--- src/rtl/nbs_pkg.sv ---
package nbs_pkg;

  typedef enum logic {
    OP_RD = 1'b0,
    OP_WR = 1'b1
  } op_e;

  // Low two address bits for beat n of a four-beat group
  function automatic logic [1:0] beat_offset(input logic [1:0] base,
                                             input logic [1:0] n,
                                             input logic       ilv);
    return ilv ? (base ^ n) : (base + n);
  endfunction

endpackage

--- src/rtl/nbs_burst.sv ---
module nbs_burst
  import nbs_pkg::*;
#(
  parameter int ADDR_W = 6
) (
  input  logic              clk,
  input  logic              rst_n,
  input  logic              ce,
  input  logic              ld_n,
  input  logic              sel,
  input  logic              we_n,
  input  logic              ilv,
  input  logic [ADDR_W-1:0] addr,
  output logic              iss_vld,
  output op_e               iss_op,
  output logic [ADDR_W-1:0] iss_addr
);

  logic              active_q;
  op_e               last_op_q;
  logic [ADDR_W-1:0] base_q;
  logic [1:0]        cnt_q;
  logic [1:0]        cnt_nx;

  assign cnt_nx = cnt_q + 2'd1;

  always_comb begin
    if (!ld_n) begin
      iss_vld  = sel;
      iss_op   = we_n ? OP_RD : OP_WR;
      iss_addr = addr;
    end else begin
      iss_vld  = active_q;
      iss_op   = last_op_q;
      iss_addr = {base_q[ADDR_W-1:2], beat_offset(base_q[1:0], cnt_nx, ilv)};
    end
  end

  always_ff @(posedge clk or negedge rst_n) begin
    if (!rst_n) begin
      active_q  <= 1'b0;
      last_op_q <= OP_RD;
      base_q    <= '0;
      cnt_q     <= '0;
    end else if (ce) begin
      if (!ld_n) begin
        active_q <= sel;
        if (sel) begin
          base_q    <= addr;
          cnt_q     <= '0;
          last_op_q <= we_n ? OP_RD : OP_WR;
        end
      end else if (active_q) begin
        cnt_q <= cnt_nx;
      end
    end
  end

endmodule

--- src/rtl/nbs_array.sv ---
module nbs_array #(
  parameter int ADDR_W = 6,
  parameter int LANES  = 4,
  parameter int LANE_W = 9
) (
  input  logic                    clk,
  input  logic                    ce,
  input  logic                    wr_en,
  input  logic [ADDR_W-1:0]       wr_addr,
  input  logic [LANES-1:0]        wr_lane_en,
  input  logic [LANES*LANE_W-1:0] wr_data,
  input  logic [ADDR_W-1:0]       rd_addr,
  output logic [LANES*LANE_W-1:0] rd_data
);

  localparam int DEPTH = 1 << ADDR_W;

  logic same_addr;
  assign same_addr = wr_en && (wr_addr == rd_addr);

  for (genvar g = 0; g < LANES; g++) begin : g_lane
    logic [LANE_W-1:0] mem [DEPTH];
    logic [LANE_W-1:0] wr_slice;

    assign wr_slice = wr_data[g*LANE_W +: LANE_W];

    always_ff @(posedge clk) begin
      if (ce && wr_en && wr_lane_en[g]) mem[wr_addr] <= wr_slice;
    end

    // A lane committing in the same edge is forwarded to the reader
    assign rd_data[g*LANE_W +: LANE_W] =
      (same_addr && wr_lane_en[g]) ? wr_slice : mem[rd_addr];
  end

endmodule

--- src/rtl/nbs_pipe.sv ---
module nbs_pipe
  import nbs_pkg::*;
#(
  parameter int ADDR_W = 6,
  parameter int DATA_W = 36
) (
  input  logic              clk,
  input  logic              rst_n,
  input  logic              ce,
  input  logic              iss_vld,
  input  op_e               iss_op,
  input  logic [ADDR_W-1:0] iss_addr,
  input  logic [DATA_W-1:0] rd_data,
  output logic [ADDR_W-1:0] rd_addr,
  output logic              wr_en,
  output logic [ADDR_W-1:0] wr_addr,
  output logic [DATA_W-1:0] q_data,
  output logic              q_vld
);

  logic              s1_vld_q;
  op_e               s1_op_q;
  logic [ADDR_W-1:0] s1_addr_q;
  logic              s2_vld_q;
  logic [ADDR_W-1:0] s2_addr_q;
  logic              s1_rd;

  assign s1_rd = s1_vld_q && (s1_op_q == OP_RD);

  always_ff @(posedge clk or negedge rst_n) begin
    if (!rst_n) begin
      s1_vld_q  <= 1'b0;
      s1_op_q   <= OP_RD;
      s1_addr_q <= '0;
      s2_vld_q  <= 1'b0;
      s2_addr_q <= '0;
      q_vld     <= 1'b0;
      q_data    <= '0;
    end else if (ce) begin
      s1_vld_q  <= iss_vld;
      s1_op_q   <= iss_op;
      s1_addr_q <= iss_addr;
      s2_vld_q  <= s1_vld_q && (s1_op_q == OP_WR);
      s2_addr_q <= s1_addr_q;
      q_vld     <= s1_rd;
      if (s1_rd) q_data <= rd_data;
    end
  end

  assign rd_addr = s1_addr_q;
  assign wr_en   = s2_vld_q;
  assign wr_addr = s2_addr_q;

endmodule

--- src/rtl/nobubble_sram.sv ---
module nobubble_sram
  import nbs_pkg::*;
#(
  parameter int ADDR_W = 6,
  parameter int LANES  = 4,
  parameter int LANE_W = 9
) (
  input  logic                    clk,
  input  logic                    rst_n,
  input  logic                    cke_n,
  input  logic                    cs1_n,
  input  logic                    cs2,
  input  logic                    cs3_n,
  input  logic                    ld_n,
  input  logic                    we_n,
  input  logic                    burst_ilv,
  input  logic [ADDR_W-1:0]       addr,
  input  logic [LANES-1:0]        lane_wr_n,
  input  logic [LANES*LANE_W-1:0] dq_in,
  input  logic                    oe_n,
  output logic [LANES*LANE_W-1:0] dq_out,
  output logic                    dq_oe
);

  localparam int DATA_W = LANES * LANE_W;

  logic              ce;
  logic              sel;
  logic              iss_vld;
  op_e               iss_op;
  logic [ADDR_W-1:0] iss_addr;
  logic [ADDR_W-1:0] rd_addr;
  logic [ADDR_W-1:0] wr_addr;
  logic              wr_en;
  logic [DATA_W-1:0] rd_data;
  logic              q_vld;

  assign ce  = !cke_n;
  assign sel = !cs1_n && cs2 && !cs3_n;

  nbs_burst #(.ADDR_W(ADDR_W)) u_burst (
    .clk      (clk),
    .rst_n    (rst_n),
    .ce       (ce),
    .ld_n     (ld_n),
    .sel      (sel),
    .we_n     (we_n),
    .ilv      (burst_ilv),
    .addr     (addr),
    .iss_vld  (iss_vld),
    .iss_op   (iss_op),
    .iss_addr (iss_addr)
  );

  nbs_pipe #(.ADDR_W(ADDR_W), .DATA_W(DATA_W)) u_pipe (
    .clk      (clk),
    .rst_n    (rst_n),
    .ce       (ce),
    .iss_vld  (iss_vld),
    .iss_op   (iss_op),
    .iss_addr (iss_addr),
    .rd_data  (rd_data),
    .rd_addr  (rd_addr),
    .wr_en    (wr_en),
    .wr_addr  (wr_addr),
    .q_data   (dq_out),
    .q_vld    (q_vld)
  );

  nbs_array #(.ADDR_W(ADDR_W), .LANES(LANES), .LANE_W(LANE_W)) u_array (
    .clk        (clk),
    .ce         (ce),
    .wr_en      (wr_en),
    .wr_addr    (wr_addr),
    .wr_lane_en (~lane_wr_n),
    .wr_data    (dq_in),
    .rd_addr    (rd_addr),
    .rd_data    (rd_data)
  );

  assign dq_oe = q_vld && !oe_n;

endmodule

--- config.mk ---
export PLATFORM = sky130hd
export DESIGN_NAME = nobubble_sram
export DESIGN_NICKNAME = d
export VERILOG_FILES = /design/src/rtl/nbs_pkg.sv /design/src/rtl/nbs_burst.sv /design/src/rtl/nbs_array.sv /design/src/rtl/nbs_pipe.sv /design/src/rtl/nobubble_sram.sv
export SDC_FILE = /design/constraint.sdc
export NUM_CORES = 2
export LEC_CHECK = 0
export BUFFER_PORTS_ARGS = -buffer_cell sky130_fd_sc_hd__buf_2
export CAP_MARGIN = 25
export CORE_MARGIN = 3
export CORE_UTILIZATION = 30
export DETAILED_ROUTE_END_ITERATION = 7
export GPL_TIMING_DRIVEN = 0
export PLACE_DENSITY = 0.51
export SYNTH_ARGS = -nofsm -noshare
export SYNTH_HDL_FRONTEND = slang
export SYNTH_SLANG_ARGS = --single-unit
--- constraint.sdc ---
create_clock -name clk -period 5.6 [get_ports clk]
set_clock_uncertainty 0.05 [all_clocks]
set_input_delay 0.28 -clock clk [delete_from_list [all_inputs] [get_ports clk]]
set_output_delay 0.28 -clock clk [all_outputs]
set_load 0.05 [all_outputs]
# [Yosys cells after proc, flatten, opt, wreduce, memory -nomap -nowiden]
# Memories as Yosys holds them, arrays and structs flattened. A register that Yosys moved wholly into a read port is not among the register bits.
# Index checks and enable logic that the tools add are counted.
[classes] n_mux=16 bitwise=5 add_sub_neg=2 n_eq_ne=1 n_reduce_logical=23
[ops] operator="2-to-1 mux 1 bit" count=11
[ops] operator="logical AND 1 bit" count=10
[ops] operator="logical NOT 1 bit" count=8
[ops] operator="2-to-1 mux 2 bit" count=4
[ops] operator="2-to-1 mux 6 bit" count=1
[ops] operator="AND reduction 3 bit" count=2
[ops] operator="NOT 4 bit" count=1
[ops] operator="AND reduction 2 bit" count=2
[ops] operator="NOT 1 bit" count=3
[ops] operator="adder 2 x 1 -> 2 bit (second input constant)" count=1
[ops] operator="adder 2 bit" count=1
[ops] operator="!= test 2 x 1 -> 1 bit (second input constant)" count=1
[ops] operator="nonzero test 2 bit" count=1
[ops] operator="bitwise XOR 2 bit" count=1
[totals] reg_bits=25 mem_bits_rw=2304 input_bits=56 elab_cells=60 n_memories=4 output_inout_bits=37
[mem_list] name="u_array.g_lane[0].mem" words=64 word_bits=9 read_ports=1 rd_ports_with_merged_regs=1 wr=1 line_no="nbs_array.sv:22" rtl="logic [LANE_W-1:0] mem [DEPTH];"
[mem_list] name="u_array.g_lane[1].mem" words=64 word_bits=9 read_ports=1 rd_ports_with_merged_regs=1 wr=1 line_no="nbs_array.sv:22"
[mem_list] name="u_array.g_lane[2].mem" words=64 word_bits=9 read_ports=1 rd_ports_with_merged_regs=1 wr=1 line_no="nbs_array.sv:22"
[mem_list] name="u_array.g_lane[3].mem" words=64 word_bits=9 read_ports=1 rd_ports_with_merged_regs=1 wr=1 line_no="nbs_array.sv:22"

# [Depth between registers and ports, before layout]
[depth] ltp_word=5 mapped_depth=9 depth_no_buf=7

# [Modules after synthesis]
# From an unflattened synthesis, not the netlist that was laid out.
[unflattened] cells_unflattened=4541 area_unflattened_um2=92037.0
[by_module_without_submodules] mod="nbs_array" seq_area_each_um2=69186.4 area_each_um2=89331.9 cells_per_inst=4376 instances=1
[by_module_without_submodules] mod="nbs_pipe" seq_area_each_um2=1301.2 area_each_um2=2098.3 cells_per_inst=114 instances=1
[by_module_without_submodules] mod="nbs_burst" seq_area_each_um2=250.2 area_each_um2=569.3 cells_per_inst=44 instances=1
[by_module_without_submodules] mod="nobubble_sram" seq_area_each_um2=0.0 area_each_um2=37.5 cells_per_inst=7 instances=1

# [Worst setup path before layout]
# Ideal clock, no wire load.
[synth_timing] path_type="register to register" from="register u_pipe.s1_addr_q[0], in the netlist u_pipe.rd_addr[0]" to="register u_pipe.q_data[10] (read register of u_array.g_lane[1].mem)" arrival_ns=2.135 n_path_buf=3 required_ns=5.421 stages_incl_launch_ff=9 setup_time_ns=0.129 period_less_slack_ns=2.314 setup_slack_ns=3.286 path_cell_list="dfrtp_1 buf_4 buf_2 buf_2 mux4_2 a22oi_1 a21oi_1 nor4_1 o21ai_1"
[synth_lines] element="from (decl)" line_no="nbs_pipe.sv:23" rtl="logic [ADDR_W-1:0] s1_addr_q;"
[synth_lines] element="from (signal assigned)" line_no="nbs_pipe.sv:42" rtl="s1_addr_q <= iss_addr;"
[synth_lines] element="to (decl)" line_no="nbs_pipe.sv:17" rtl="output logic [DATA_W-1:0] q_data,"

==> impl_summary.txt <==
----------------------------------------------------
[Status]
  Outcome ... complete, no violations

[Worst hold path]
  Min-Delay Path Class ... in2reg

[Drt]
  Post-route ant nets ... 0
  Final Routed Wirelength ... 255000 µm
  Mean number of vias per cell ... around 5.0
  # DRC ... 0
  Total via count after detailed routing ... 44500
  First drt pass iteration count ... 5
  Per-cell routed wire length ... 28.9 µm
  First DRT Iteration DRCs ... ~4500

[Floorplanning]
  Die Footprint ... ~310000 µm²
  Core region area ... 300000 µm²
  Initial Util ... ~30%
  Overall die height ... between 500 and 600 µm
  Rows ... 201
  Width of the chip ... about 560 µm
  # IOs ... a little over 90

[Clock network]
  Maximum buffer depth of the clock tree ... 3
  Total clock buffers created by CTS ... 233
  TritonCTS clock tree ... built
  Cell chosen for the clock root ... sky130_fd_sc_hd__clkbuf_16
  Skew-Pair Late Insertion Delay ... around 0.87 ns
  Sinks on the clock net ... 2365
  Number of gates resized after CTS ... 0
  Clock slew at reported path FFs ... about 0.060 ns
  Number of levels the H-tree was split into ... 4

[Placed design]
  RePlAce Congestion ... ~0.86
  Number of port buffers ... slightly above 90
  Standard cell area after detailed placement ... 96700 µm²
  Place WS ... ~1 ns
  Half-perimeter wire length after detailed placement ... between 150000 and 200000 µm

[Worst setup path]
  Crit Path Max Fanout ... 10
  Startpoint type of the worst setup path ... flip-flop
  Setup Crit Path Kind ... reg2reg
  List of cells traversed by the critical path ... buf_2 -> clkbuf_2 -> clkbuf_1 -> mux4_2 -> a22oi_1 -> a21oi_1 -> nor4_1 -> o21ai_1
  Worst path slowest cell ... sky130_fd_sc_hd__clkbuf_1
  Endpoint arrival time on the critical path ... approximately 5.3 ns
  Data required time at the worst endpoint ... ~6.3 ns
  Critical Path Sink Type ... flip-flop
  CP peak stage delay ... a little over 0.8 ns

[Yosys]
  Cell Area, Synth ... between 90000 and 100000 µm²
  Count of distinct cell types in the synthesized netlist ... 37
  Yosys Warn Count ... 0
  Commonest register cell after synthesis ... sky130_fd_sc_hd__edfxtp_1
  Cells after Synth ... 4199
  Async set-reset flop share out of synthesis ... roughly 2.6%
  Number of enable-type register cells in the synthesized netlist ... roughly 2300
  Sequential-to-total area share from yosys stat ... between 70% and 80%
  Net count of the mapped netlist ... ~4300
  Avg Inst Size Synth ... 21.6 µm²
  Post-synthesis register bit count ... approximately 2400

[GRT]
  Largest net degree at the start of global routing ... 66
  Number of antenna violations at the first check in global routing ... 12
  Global-route congestion overflow total ... 0
  Combined global-route utilization of all metal layers ... approximately 16%
  Vias in the first global route ... 45000
  First-pass GRT wire length ... approximately 350000 µm

[Power]
  Leakage component of the power ... 31.8 nW
  Power density relative to cell area ... ~400 nW/µm²
  Maximum vdd ir drop ... between 0.3 and 0.4 mV

[Final layout]
  Area growth, synth to finish ... 16.2%
  Fraction of layout cells with a size suffix above 1 ... between 20% and 30%
  Post-route standard cell area excluding fillers ... roughly 110000 µm²
  Net count reported at finish ... approximately 4700

[Timing]
  Hold Violations, Final ... 0
  Max-slew violation count ... 0
  Final setup slack of the worst path ... a little over 1 ns
  Slew margin rel. ... 21.6%
  Minimum clock period after layout ... roughly 4.6 ns
  Setup violation total in the final timing report ... 0
  Setup tns final ... 0 ns
  Worst hold slack after final layout ... slightly below 0.1 ns
  Measured slew at the worst slew-check pin ... about 1.2 ns
  Max Clock Freq ... about 220 MHz
  Final worst path period share ... 81.8%
  Unrepaired setup endpoints after global routing ... false

[Job]
  Max Cap Violations ... 0

----------------------------------------------------
## cells by family after synthesis
kind of cell             synth area share (%)
flip-flops                               78.1
adder cells (fa/ha/maj)                0.0138
AND/OR/NAND/NOR                          2.22
XOR/XNOR                               0.0871
AO/OA/AOI/OAI                            3.62
buffers and inverters                    1.23
multiplexers                             14.7
## worst paths after layout
kind | start | to | slack (ns) | cells after the start
setup / recovery | u_pipe.rd_addr[2] | u_pipe.q_data[9] | 1.02 | 8
hold / removal | ld_n | u_burst.cnt_q[0] | 0.1 | 4
setup reg to reg | u_pipe.rd_addr[2] | u_pipe.q_data[9] | 1.02 | 8
hold reg to reg | u_pipe.s1_vld_q | u_pipe.s1_vld_q | 0.46 | 2
max in group asynchronous | rst_n | u_pipe.q_data[8] | 4.24 | 4
min in group asynchronous | rst_n | u_pipe.rd_addr[1] | 0.50 | 3
## final cells by class
| cell class | instances | area, µm² |
|---|---|---|
| Timing Repair Buffer | 225 | 2240 |
| Multi-Input combinational cell | 1567 | 18700 |
| Fill cell | 27900 | 195000 |
| Sequential cell | 2365 | 70700 |
| Buffer | 265 | 1110 |
| Inverter | 2 | 7.51 |
| Antenna cell | 8 | 20.0 |
| Clock inverter | 136 | 1220 |
| Tap cell | 3958 | 4950 |
| Clock buffer | 295 | 6200 |
## placed cells by master, fill, tap and decap left out, drive strengths merged
master | netlist | final
nor2 | 259 | 259
and3 | 2 | 2
o2111ai | 1 | 1
nand3 | 3 | 3
and3b | 4 | 4
ha | 1 | 1
buf | 91 | 264
clkinv | 0 | 104
mux2i | 7 | 7
nor2b | 41 | 41
or4b | 1 | 1
mux4 | 580 | 580
bufinv | 0 | 18
mux2 | 14 | 14
a21oi | 140 | 140
a22oi | 280 | 280
a21o | 1 | 1
edfxtp | 2304 | 2304
clkinvlp | 0 | 6
or2 | 1 | 1
nor3 | 6 | 6
o21ai | 46 | 46
a31oi | 35 | 35
diode | 0 | 8
nand4 | 1 | 1
nand2 | 79 | 79
nand2b | 11 | 11
dlygate4sd3 | 0 | 50
a22o | 1 | 1
xnor2 | 9 | 9
nor3b | 6 | 6
and2 | 1 | 1
nor4 | 36 | 36
nand4b | 1 | 1
clkbuf | 174 | 471
inv | 2 | 10
dfrtp | 61 | 61
## report_power, final
part           leakage [nW]  internal (mW)  total, mW  switching, mW
sequential             21.5           19.6       19.7          0.155
clock                  3.64           8.63       15.4           6.74
combinational          6.66           2.52       7.19           4.67
## through the flow
stage / total power, mW / instances / util, %
4_1_cts: 42.6 / 8763 / 34.8
3_5_place_dp: 27.3 / 8297 / 32.2
5_1_grt: 43.6 / 8814 / 35.0
6_report: 42.3 / 8821 / 35.0
2_1_floorplan: 24.2 / 4199 / -
3_3_place_gp: 27.2 / 8248 / 32.0
## Yosys cell counts (4+ instances only)
cell type / count / area (µm²)
sky130_fd_sc_hd__edfxtp_1: 2304 / 69200
sky130_fd_sc_hd__mux2_2: 14 / 158
sky130_fd_sc_hd__buf_2: 64 / 320
sky130_fd_sc_hd__o21ai_1: 27 / 135
sky130_fd_sc_hd__o21ai_0: 19 / 95.1
sky130_fd_sc_hd__mux4_2: 580 / 13100
sky130_fd_sc_hd__and3b_1: 4 / 35.0
sky130_fd_sc_hd__buf_1: 21 / 78.8
sky130_fd_sc_hd__buf_4: 4 / 30.0
sky130_fd_sc_hd__a21oi_1: 140 / 701
sky130_fd_sc_hd__xnor2_1: 9 / 78.8
sky130_fd_sc_hd__clkbuf_1: 174 / 653
sky130_fd_sc_hd__mux2i_1: 7 / 70.1
sky130_fd_sc_hd__nand2b_1: 11 / 68.8
sky130_fd_sc_hd__nor2b_1: 41 / 257
sky130_fd_sc_hd__dfrtp_1: 61 / 1530
sky130_fd_sc_hd__a22oi_1: 280 / 2100
sky130_fd_sc_hd__nor3b_1: 6 / 45.0
sky130_fd_sc_hd__nor2_1: 259 / 972
sky130_fd_sc_hd__nand2_1: 79 / 297
sky130_fd_sc_hd__nor4_1: 36 / 225
sky130_fd_sc_hd__a31oi_1: 35 / 219
## state kept, by name (all words and copies together) (netlist names)
register / flops
u_pipe.wr_en: 1
u_pipe.rd_addr: 6
u_pipe.s1_vld_q: 1
u_pipe.q_data: 36
u_burst.cnt_q: 2
u_pipe.q_vld: 1
u_burst.base_q: 6
u_burst.last_op_q: 1
u_pipe.wr_addr: 6
u_array.g_lane.mem: 2304
u_pipe.s1_op_q: 1
## repair_timing
item / 4_1_cts / 5_1_grt
endpoints found under the hold margin: 1058 / 589
hold buffers: 35 / 15
endpoints found under the setup margin: 0 / 0
setup buffers: 0 / 0
## critical path, delay by kind of cell, from the launching register on
kind | cells | cell delay (ns)
AOI/OAI and AO/OA | 3 | 0.54
muxes | 1 | 0.48
DFF | 1 | 0.36
and+or+nand+nor | 1 | 0.71
buffers and inverters | 3 | 2.23
## layer usage
layer	vias up	track usage (%)	wire, µm
met5	-	0	22
met4	4	4.31	6670
met3	307	3.05	15700
met2	1461	27.0	126000
met1	24100	21.7	107000
li1	18600	-	-
Power figures use the tool's default switching activity.
